File: src/rtl/msg_stream_pkg.sv
package msg_stream_pkg;

    typedef enum logic [2:0] {
        ST_IDLE,
        ST_HEAD,
        ST_CHECK,
        ST_XFER,
        ST_FINISH,
        ST_FAIL
    } seq_state_e;

    typedef enum logic {
        DIR_TX,
        DIR_RX
    } seq_dir_e;

endpackage

File: src/rtl/msg_word_buf.sv
module msg_word_buf #(
    parameter int WORD_W    = 32,
    parameter int MAX_WORDS = 8
) (
    input  logic                          clk,
    input  logic                          rst_n,
    input  logic                          load_all,
    input  logic [WORD_W*MAX_WORDS-1:0]   load_frame,
    input  logic                          clear_all,
    input  logic                          wr_en,
    input  logic [$clog2(MAX_WORDS)-1:0]  wr_idx,
    input  logic [WORD_W-1:0]             wr_data,
    input  logic [$clog2(MAX_WORDS)-1:0]  rd_idx,
    output logic [WORD_W-1:0]             rd_word,
    output logic [WORD_W*MAX_WORDS-1:0]   frame
);
    localparam int IDX_W = $clog2(MAX_WORDS);

    for (genvar g = 0; g < MAX_WORDS; g++) begin : g_word
        logic [WORD_W-1:0] q;

        always_ff @(posedge clk or negedge rst_n) begin
            if (!rst_n) begin
                q <= '0;
            end else if (load_all) begin
                q <= load_frame[g*WORD_W +: WORD_W];
            end else if (clear_all) begin
                q <= '0;
            end else if (wr_en && (wr_idx == IDX_W'(g))) begin
                q <= wr_data;
            end
        end

        assign frame[g*WORD_W +: WORD_W] = q;
    end

    assign rd_word = frame[rd_idx*WORD_W +: WORD_W];

endmodule

File: src/rtl/msg_wait_timer.sv
module msg_wait_timer #(
    parameter int LIMIT = 100
) (
    input  logic clk,
    input  logic rst_n,
    input  logic restart,
    input  logic tick,
    output logic expired
);
    localparam int TW = $clog2(LIMIT + 1);

    logic [TW-1:0] cnt_q;

    always_ff @(posedge clk or negedge rst_n) begin
        if (!rst_n) begin
            cnt_q <= '0;
        end else if (restart) begin
            cnt_q <= '0;
        end else if (tick) begin
            cnt_q <= cnt_q + TW'(1);
        end
    end

    // High in the last cycle of waiting that is still allowed
    assign expired = (cnt_q == TW'(LIMIT - 1));

endmodule

File: src/rtl/msg_stream_seq.sv
module msg_stream_seq
    import msg_stream_pkg::*;
#(
    parameter int WORD_W    = 32,
    parameter int MAX_WORDS = 8,
    parameter int NUM_REGS  = 4,
    parameter int TIMEOUT   = 100,
    parameter int LEN_LSB   = 8,
    parameter int LEN_W     = 8
) (
    input  logic                                clk,
    input  logic                                rst_n,
    input  logic                                tx_start,
    input  logic                                rx_start,
    input  logic [WORD_W*MAX_WORDS-1:0]         tx_frame,
    output logic                                mb_wr_en,
    output logic [$clog2(NUM_REGS)-1:0]         mb_wr_sel,
    output logic [WORD_W-1:0]                   mb_wr_data,
    input  logic [NUM_REGS-1:0]                 mb_tx_empty,
    output logic                                mb_rd_en,
    output logic [$clog2(NUM_REGS)-1:0]         mb_rd_sel,
    input  logic [WORD_W-1:0]                   mb_rd_data,
    input  logic [NUM_REGS-1:0]                 mb_rx_full,
    output logic                                tx_irq_en,
    output logic                                rx_irq_en,
    output logic                                busy,
    output logic                                done,
    output logic                                err,
    output logic [$clog2(MAX_WORDS)-1:0]        err_word,
    output logic [WORD_W*MAX_WORDS-1:0]         rx_frame
);
    localparam int SEL_W = $clog2(NUM_REGS);
    localparam int IDX_W = $clog2(MAX_WORDS);
    localparam int CNT_W = $clog2(MAX_WORDS + 1);

    seq_state_e          state_q, state_d;
    seq_dir_e            dir_q;
    logic [IDX_W-1:0]    idx_q;
    logic [CNT_W-1:0]    words_q;
    logic                tx_ie_q, rx_ie_q;
    logic                err_q;
    logic [IDX_W-1:0]    err_word_q;

    logic [WORD_W*MAX_WORDS-1:0] buf_frame;
    logic [WORD_W-1:0]           buf_rd_word;
    logic                        buf_load, buf_clear, buf_wr_en;
    logic [IDX_W-1:0]            buf_wr_idx;

    logic [LEN_W-1:0]  hdr_len;
    logic              len_ok;
    logic [CNT_W-1:0]  words_hdr;
    logic [SEL_W-1:0]  lane;
    logic              direct, flag, step, stall, last, tmo_hit;
    logic              accept_tx, accept_rx;

    // length decode from the header held in word 0
    assign hdr_len   = buf_frame[LEN_LSB +: LEN_W];
    assign len_ok    = (hdr_len <= LEN_W'(MAX_WORDS));
    assign words_hdr = (hdr_len <= LEN_W'(1)) ? CNT_W'(1) : hdr_len[CNT_W-1:0];

    // rotating register choice and flag gating
    assign lane   = idx_q[SEL_W-1:0];
    assign direct = (dir_q == DIR_TX) && (CNT_W'(idx_q) < CNT_W'(NUM_REGS));
    assign flag   = (dir_q == DIR_TX) ? mb_tx_empty[lane] : mb_rx_full[lane];
    assign step   = (state_q == ST_XFER) && (direct || flag);
    assign stall  = (state_q == ST_XFER) && !direct && !flag;
    assign last   = ((CNT_W'(idx_q) + CNT_W'(1)) == words_q);

    // starts only in IDLE, transmit first
    assign accept_tx = (state_q == ST_IDLE) && tx_start;
    assign accept_rx = (state_q == ST_IDLE) && !tx_start && rx_start;

    // Frame buffer shared by both directions
    assign buf_load   = accept_tx;
    assign buf_clear  = accept_rx;
    assign buf_wr_en  = (state_q == ST_HEAD) || (step && (dir_q == DIR_RX));
    assign buf_wr_idx = (state_q == ST_HEAD) ? '0 : idx_q;

    msg_word_buf #(
        .WORD_W    (WORD_W),
        .MAX_WORDS (MAX_WORDS)
    ) u_buf (
        .clk        (clk),
        .rst_n      (rst_n),
        .load_all   (buf_load),
        .load_frame (tx_frame),
        .clear_all  (buf_clear),
        .wr_en      (buf_wr_en),
        .wr_idx     (buf_wr_idx),
        .wr_data    (mb_rd_data),
        .rd_idx     (idx_q),
        .rd_word    (buf_rd_word),
        .frame      (buf_frame)
    );

    // consecutive stall cycles of the current word
    msg_wait_timer #(
        .LIMIT (TIMEOUT)
    ) u_tmr (
        .clk     (clk),
        .rst_n   (rst_n),
        .restart (!stall),
        .tick    (stall),
        .expired (tmo_hit)
    );

    // State register
    always_ff @(posedge clk or negedge rst_n) begin
        if (!rst_n) state_q <= ST_IDLE;
        else        state_q <= state_d;
    end

    // Next-state logic
    always_comb begin
        state_d = state_q;
        unique case (state_q)
            ST_IDLE: begin
                if (tx_start)      state_d = ST_CHECK;
                else if (rx_start) state_d = ST_HEAD;
            end
            ST_HEAD:  state_d = ST_CHECK;
            ST_CHECK: begin
                if (!len_ok)                                       state_d = ST_FAIL;
                else if (dir_q == DIR_RX && words_hdr == CNT_W'(1)) state_d = ST_FINISH;
                else                                               state_d = ST_XFER;
            end
            ST_XFER: begin
                if (step) begin
                    if (last) state_d = ST_FINISH;
                end else if (stall && tmo_hit) begin
                    state_d = ST_FAIL;
                end
            end
            ST_FINISH: state_d = ST_IDLE;
            ST_FAIL:   state_d = ST_IDLE;
            default:   state_d = ST_IDLE;
        endcase
    end

    // Datapath and status registers
    always_ff @(posedge clk or negedge rst_n) begin
        if (!rst_n) begin
            dir_q      <= DIR_TX;
            idx_q      <= '0;
            words_q    <= CNT_W'(1);
            tx_ie_q    <= 1'b0;
            rx_ie_q    <= 1'b1;
            err_q      <= 1'b0;
            err_word_q <= '0;
        end else begin
            case (state_q)
                ST_IDLE: begin
                    if (accept_tx) begin
                        dir_q      <= DIR_TX;
                        tx_ie_q    <= 1'b0;
                        err_q      <= 1'b0;
                        err_word_q <= '0;
                    end else if (accept_rx) begin
                        dir_q      <= DIR_RX;
                        rx_ie_q    <= 1'b0;
                        err_q      <= 1'b0;
                        err_word_q <= '0;
                    end
                end
                ST_CHECK: begin
                    words_q <= words_hdr;
                    idx_q   <= (dir_q == DIR_RX) ? IDX_W'(1) : '0;
                    if (!len_ok) begin
                        err_q      <= 1'b1;
                        err_word_q <= '0;
                        if (dir_q == DIR_RX) rx_ie_q <= 1'b1;
                    end else if (dir_q == DIR_RX && words_hdr == CNT_W'(1)) begin
                        rx_ie_q <= 1'b1;
                    end
                end
                ST_XFER: begin
                    if (step) begin
                        idx_q <= idx_q + IDX_W'(1);
                        if (last) begin
                            if (dir_q == DIR_TX) tx_ie_q <= 1'b1;
                            else                 rx_ie_q <= 1'b1;
                        end
                    end else if (stall && tmo_hit) begin
                        err_q      <= 1'b1;
                        err_word_q <= idx_q;
                        if (dir_q == DIR_RX) rx_ie_q <= 1'b1;
                    end
                end
                default: ;
            endcase
        end
    end

    // Outputs
    always_comb begin
        mb_wr_en   = step && (dir_q == DIR_TX);
        mb_wr_sel  = lane;
        mb_wr_data = buf_rd_word;
        mb_rd_en   = (state_q == ST_HEAD) || (step && (dir_q == DIR_RX));
        mb_rd_sel  = (state_q == ST_HEAD) ? '0 : lane;
        busy       = (state_q != ST_IDLE);
        done       = (state_q == ST_FINISH) || (state_q == ST_FAIL);
        tx_irq_en  = tx_ie_q;
        rx_irq_en  = rx_ie_q;
        err        = err_q;
        err_word   = err_word_q;
        rx_frame   = buf_frame;
    end

endmodule

File: config.mk
export PLATFORM = sky130hd
export DESIGN_NAME = msg_stream_seq
export DESIGN_NICKNAME = d
export VERILOG_FILES = /design/src/rtl/msg_stream_pkg.sv /design/src/rtl/msg_word_buf.sv /design/src/rtl/msg_wait_timer.sv /design/src/rtl/msg_stream_seq.sv
export SDC_FILE = /design/constraint.sdc
export NUM_CORES = 1
export LEC_CHECK = 0
export BUFFER_PORTS_ARGS = -buffer_cell sky130_fd_sc_hd__buf_2
export CORE_ASPECT_RATIO = 1.5
export CORE_MARGIN = 2
export CORE_UTILIZATION = 25
export DETAILED_ROUTE_END_ITERATION = 10
export HOLD_SLACK_MARGIN = 0.12
export PLACE_DENSITY = 0.46
export RECOVER_POWER = 100
export REMOVE_ABC_BUFFERS = 1
export SLEW_MARGIN = 20
export SYNTH_ARGS = -nofsm -noshare
export SYNTH_HDL_FRONTEND = slang
export SYNTH_SLANG_ARGS = --single-unit
export TNS_END_PERCENT = 50
File: constraint.sdc
create_clock -name clk -period 2.3 [get_ports clk]
set_input_delay 0.115 -clock clk [delete_from_list [all_inputs] [get_ports clk]]
set_output_delay 0.115 -clock clk [all_outputs]
set_load 0.03 [all_outputs]
==> results of run 1 <==
## critical path, cell delays in order (launching register included)
cell and delay (ps):
dfrtp_4 480, buf_12 170, buf_16 160, buf_12 130
mux4_2 500, nand2_2 90, nand2_2 60, buf_6 140
## kinds of logic after synthesis
group / Yosys count / synth area share
fa+ha+maj: 2 / 0.00176
flops: 280 / 0.493
buf+inv: 119 / 0.0429
mux: 72 / 0.107
xor+xnor: 8 / 0.00493
compound gates: 367 / 0.170
simple gates: 645 / 0.180
## registers in the layout, summed over array words and instances (netlist names)
| register | cells |
|---|---|
| dir_q | 1 |
| err | 1 |
| err_word | 3 |
| idx_q | 3 |
| rx_irq_en | 1 |
| state_q | 3 |
| tx_irq_en | 1 |
| u_buf.g_word.q | 256 |
| u_tmr.cnt_q | 7 |
| words_q | 4 |
## Yosys cell counts, drive strengths merged (5+ instances only)
cell    instances
a21oi           8
nor3            6
buf            69
a21boi         65
nand2         399
dfrtp         278
mux4           64
inv             8
nor2b           5
nor2          212
o21ai          77
clkbuf         42
a22o            5
a31oi         193
## routing by layer
metal  GRT usage  routed length, um
met1       0.294              29000
met2       0.396              34500
met3      0.0439               5050
met4      0.0897               2570
met5           0                 41
## power groups by stage
stage	clock (mW)	sequential [mW]	combinational, mW
3_3_place_gp	0	9.77	24.0
2_1_floorplan	0	14.0	9.97
4_1_cts	5.63	9.79	26.3
6_report	5.50	9.88	25.9
3_5_place_dp	0	9.87	24.1
5_1_grt	5.84	10.2	27.5
## layout make-up
cell class / instances / area [um^2] / area share
well taps: 763 / 955 / 0.0415
multi-input cells: 1094 / 6730 / 0.292
diodes: 1 / 2.50 / 0.000109
clock inverters: 19 / 256 / 0.0111
inverters: 8 / 30.0 / 0.00130
clock buffers: 38 / 852 / 0.0370
repair buffers: 1008 / 7190 / 0.312
flip-flops and latches: 280 / 7020 / 0.305
## what timing repair did
action,CTS,global route
endpoints found under the setup margin,34,75
endpoints found under the hold margin,463,0
hold buffers,291,0
pin swaps,6,13
resized for setup,90,31
setup buffers,9,2
gates cloned,6,1
## metrics by stage
stage	hold WS (ps)	cell area, um^2	power (mW)
2_1_floorplan	-181	13600	24.0
3_3_place_gp	99.7	18800	33.7
3_5_place_dp	89.0	18800	34.0
4_1_cts	123	23300	41.7
5_1_grt	197	23000	43.5
6_report	154	23000	41.2
## layout by cell type, fill, tap and decap left out, types with 5 or more instances in the layout
master | synthesis | routed
nand2_1 | 399 | 373
buf_2 | 40 | 307
dlygate4sd3_1 | 0 | 290
dfrtp_1 | 278 | 275
clkbuf_1 | 42 | 274
nor2_1 | 211 | 211
a31oi_1 | 193 | 193
mux4_2 | 64 | 64
a21boi_0 | 65 | 64
o21ai_0 | 62 | 61
buf_4 | 18 | 59
buf_6 | 6 | 37
clkbuf_16 | 0 | 32
buf_12 | 0 | 30
nand2_2 | 0 | 25
o21ai_1 | 10 | 10
clkinv_2 | 0 | 9
a21oi_1 | 8 | 8
buf_16 | 0 | 8
inv_1 | 7 | 7
o21ai_4 | 5 | 6
bufinv_16 | 0 | 6
a22o_1 | 5 | 5
clkbuf_8 | 0 | 5
## how the worst min path moves through the flow
| stage | start | end | slack [ps] | cells past startpoint |
|---|---|---|---|---|
| after global placement | rst_n | u_buf.g_word[5].q[10] | 100 | 1 |
| after global routing | tx_start | rx_irq_en | 200 | 6 |
| after floorplan | rst_n | dir_q | -180 | 0 |
| final | tx_start | rx_irq_en | 150 | 6 |
| after CTS | tx_start | rx_irq_en | 120 | 6 |
| after detailed placement | rst_n | u_buf.g_word[5].q[10] | 90 | 1 |
==> impl_metrics.csv, run 1 <==
group,metric,value,unit
cts,clock_sinks,280,
cts,htree_levels,1,
critical_path,crit_required,2180,ps
yosys,ys_types,57,
routing,routed_wl,71100,um
floorplan,ioPinCount,602,
power,clockPowerShare,0.133,
power,p_leak,9.81,nW
yosys,yosysTopAreaCellShare,0.490,
layout,nNetsFinal,2725,
power,pwr-share-seq,0.240,
yosys,synthCells,1493,
routing,firstDrtPassIters,7,
cts,clockBufferDepth,3,
layout,final_core_util,0.408,
critical_path,critPathLaunch,"idx_q[0]",
routing,ant_nets,0,
layout,area_growth,62.1,%
global_routing,grt_pass1_wl,102000,um
floorplan,core_area,0.0565,mm^2
sta,finClkSkew,9.34,ps
status,outcome,"complete, but fails checks",
routing,wl_per_cell,22.1,um
yosys,syn_avg_cell_area,9.52,um^2
floorplan,die_y,296,um
cts,cts_tree,"yes",
global_routing,grt_max_degree,62,
worst_hold_path,hold_class,"input port to register",
power,power.switching,21.3,mW
global_routing,grt_pass1_vias,15900,
layout,stdcell_count,3211,
cts,clock_latency,570,ps
sta,min_period_over_period,1.06,
global_routing,grt_overflow,0,
critical_path,cp.arrival,2310,ps
power,power_switching_share,0.517,
sta,fin_setup_tns,-2210,ps
placed_design,gp_congestion,0.908,
power,intPower,19.9,mW
critical_path,crit_path_max_fanout,6,
status,violations,"setup timing",
sta,post-route-min-period,2430,ps
yosys,ys_seq_area_frac,0.493,
floorplan,rows,107,
power,power_frac_comb,0.627,
critical_path,ff2ff_setup_slack,90,ps
global_routing,grt.total_usage,0.234,
power,ir_drop,0.000882,V
floorplan,dieArea,0.0588,mm^2
routing,route.detailed.drc,0,
floorplan,die_x,199,um
sta,fmax,412,MHz
placed_design,dp_hpwl,49200,um
layout,drive_above_1_share,0.256,
yosys,yosys_warnings,0,
yosys,netlist_top_cells_area,"dfrtp_1, nand2_1, mux4_2, a31oi_1, nor2_1",
placed_design,pre_cts_ws,138,ps
yosys,ys_ff_latch,280,
critical_path,reg2reg_from,"idx_q[0]",
sta,slew_viol_final,0,
sta,slew_headroom,0.0928,
layout,fillers,5858,
cts,cts_root_buffer,"clkbuf_16",
routing,vias,15600,
critical_path,critPathLaunchType,"register",
yosys,synth-edff-count,0,
yosys,syn-cell-area,0.0142,mm^2
routing,drt-vias-per-instance,4.86,
cts,cts_buffers,31,
placed_design,port-buffer-count,601,
global_routing,grt_antenna_before_repair,4,
yosys,synthArstFlopShare,1.00,
flow_run,cap_violations,0,
floorplan,initial_core_util,0.251,
critical_path,worstSetupPathType,"register to output port",
critical_path,end_kind,"output port",
sta,finalSetupViolCount,33,
placed_design,placedCellCount,2844,
critical_path,reg2reg_to,"state_q[1]",
critical_path,crit_path_end,"mb_wr_data[3]",
sta,tightest_slew,1360,ps
sta,rsz0062_at_grt,"true",
sta,setup_slack,-128,ps
power,powerDensity,1790,mW/mm^2
critical_path,r2r_cells,7,
sta,hold_viol_final,0,
yosys,synth_ff_type,"dfrtp_1",
cts,path_clk_slew,60,ps
yosys,yosys.area.top_type,"dfrtp_1",
routing,drt_iter0_drc,775,
(Power assumes the default switching activity.)
==> run 2: changes to the inputs <==
BUFFER_PORTS_ARGS = -buffer_cell sky130_fd_sc_hd__buf_4   (was -buffer_cell sky130_fd_sc_hd__buf_2)
CELL_PAD_IN_SITES_DETAIL_PLACEMENT = 2   (was unset)
CELL_PAD_IN_SITES_GLOBAL_PLACEMENT = 2   (was unset)
PLACE_DENSITY = 0.73   (was 0.46)
==> run 2 against run 1 <==
The flow still finishes with violations (setup timing). Critical path type unchanged. Non-clock buffer count is 9 lower. Via count increased by 8.4%. Total power increased by 5.3%. Largest power group unchanged.
==> impl_metrics.csv, run 2 (synthesis gave the netlist of run 1 again) <==
group,metric,value,unit
floorplan,core_area,0.0565,mm^2
sta,slew_headroom,0.0908,
floorplan,die_x,199,um
layout,largest_register,"u_buf.g_word.q",
sta,setup_slack,-138,ps
critical_path,crit_path_max_incr_delay,530,ps
critical_path,end_kind,"output port",
routing,drt-vias-per-instance,5.26,
sta,slew_viol_final,0,
routing,drt_iter0_drc,759,
sta,tightest_slew,1360,ps
cts,path_clk_slew,70,ps
global_routing,grt.total_usage,0.307,
global_routing,grt_pass1_wl,133000,um
status,violations,"setup timing",
critical_path,worst-path-buf-inv,3,
layout,layout_commonest_cell,"buf_4",
routing,ant_nets,0,
routing,wl_per_cell,28.9,um
floorplan,dieArea,0.0588,mm^2
sta,post-route-min-period,2440,ps
critical_path,crit_path_max_fanout,6,
layout,mostFrequentLayoutCells,"buf_4, nand2_1, dlygate4sd3_1, dfrtp_1, clkbuf_1",
critical_path,cp_cell_sequence,"buf_12 -> mux2i_2 -> a32o_2 -> nor4_4 -> buf_4 -> buf_6",
sta,rsz0062_at_grt,"true",
sta,min_period_over_period,1.06,
critical_path,worstSetupPathType,"register to output port",
cts,htree_levels,1,
power,total_power,43.4,mW
sta,hold_viol_final,0,
critical_path,crit_family,"flip-flops",
placed_design,gp_congestion,0.853,
floorplan,ioPinCount,602,
floorplan,initial_core_util,0.251,
floorplan,die_y,296,um
critical_path,cp.arrival,2320,ps
layout,largest_register_ffs,256,
critical_path,critPathLaunchType,"register",
worst_hold_path,hold_class,"input port to register",
power,ir_drop,0.000832,V
flow_run,cap_violations,0,
global_routing,grt_overflow,0,
power,p_leak,10.0,nW
status,outcome,"complete, but fails checks",
cts,clock_sinks,280,
cts,cts_tree,"yes",
global_routing,grt_max_degree,93,
global_routing,grt_pass1_vias,20100,
power,powerDensity,1820,mW/mm^2
placed_design,port-buffer-count,601,
routing,routed_wl,92800,um
cts,cts_root_buffer,"clkbuf_16",
cts,cts_buffers,31,
critical_path,cpMaxStageDelayCell,"dfrtp_4",
routing,vias,16900,
placed_design,dp_hpwl,54600,um
layout,top_regs,"u_buf.g_word.q x256, u_tmr.cnt_q x7, words_q x4",
layout,nNetsFinal,2716,
layout,drive_above_1_share,0.263,
global_routing,grt_antenna_before_repair,19,
layout,area_growth,67.6,%
cts,clockBufferDepth,3,
sta,finalSetupViolCount,35,
cts,clock_latency,600,ps
sta,fmax,410,MHz
sta,fin_setup_tns,-2160,ps
placed_design,placedCellCount,2825,
layout,stdcell_count,3214,
routing,route.detailed.drc,0,
floorplan,rows,107,
critical_path,crit_required,2180,ps
sta,finClkSkew,29.8,ps
layout,final_core_util,0.421,
routing,firstDrtPassIters,5,
==> run 2: cell count changes in the layout (fill, tap and decap cells not counted), sizes merged, moves of 3 or more <==
cell	before	now
clkbuf	315	321
diode	1	14
clkinvlp	3	0
bufinv	6	2
buf	441	433
clkinv	10	4
==> run 2: final timing paths <==
kind                                 from               endpoint  slack [ps]  depth (start not counted)
setup / recovery                 idx_q[0]               mb_wr_en        -140                          6
hold / removal              mb_rx_full[2]  u_buf.g_word[2].q[11]         300                          6
setup reg to reg                 idx_q[0]  u_buf.g_word[7].q[17]         -70                          6
hold reg to reg            u_tmr.cnt_q[0]         u_tmr.cnt_q[0]         460                          1
max in group asynchronous           rst_n               idx_q[0]          50                          4
min in group asynchronous           rst_n  u_buf.g_word[0].q[26]        1060                          3
==> run 2: layout make-up <==
| class | instances | area [um^2] |
|---|---|---|
| Fill cell | 6189 | 32700 |
| Sequential cell | 280 | 7020 |
| Inverter | 8 | 30.0 |
| Tap cell | 763 | 955 |
| Multi-Input combinational cell | 1094 | 6790 |
| Timing Repair Buffer | 999 | 7920 |
| Clock buffer | 49 | 963 |
| Antenna cell | 14 | 35.0 |
| Clock inverter | 7 | 96.3 |
==> run 2: timing repair <==
item	in CTS	in global routing
hold buffers	293	0
pin swaps	11	14
cloned	5	4
setup endpoints to repair	34	137
hold endpoints to repair	541	0
setup buffers	17	2
resized for setup	73	46
==> run 2: worst reg2reg max path: cells and delay by family, from the launching register on <==
family,cells,cell delay [ps]
AOI/OAI and AO/OA,3,1130
buffers and inverters,2,420
DFF,1,530
muxes,1,160
==> run 2: metal layers <==
metal	track usage	vias to the layer above	share of wire
met3	0.0563	319	0.054
met2	0.556	800	0.52
met1	0.329	8660	0.36
met5	0	-	0.00090
met4	0.185	12	0.066
li1	-	7112	-
==> run 2: per-stage QoR <==
step	hold slack, ps	worst slack [ps]	cell area [um^2]
2_1_floorplan	-181	-3920	13600
3_3_place_gp	119	84.9	20100
3_5_place_dp	138	43.4	20100
4_1_cts	255	-219	24600
5_1_grt	312	-198	23800
6_report	297	-138	23800
==> run 2: report_power, final <==
part | total [mW] | switching (mW) | leakage, nW | internal, mW
Combinational | 27.9 | 18.6 | 6.26 | 9.31
Sequential | 10.1 | 2.70 | 3.26 | 7.45
Clock | 5.37 | 2.29 | 0.524 | 3.08
Total | 43.4 | 23.6 | 10.0 | 19.8
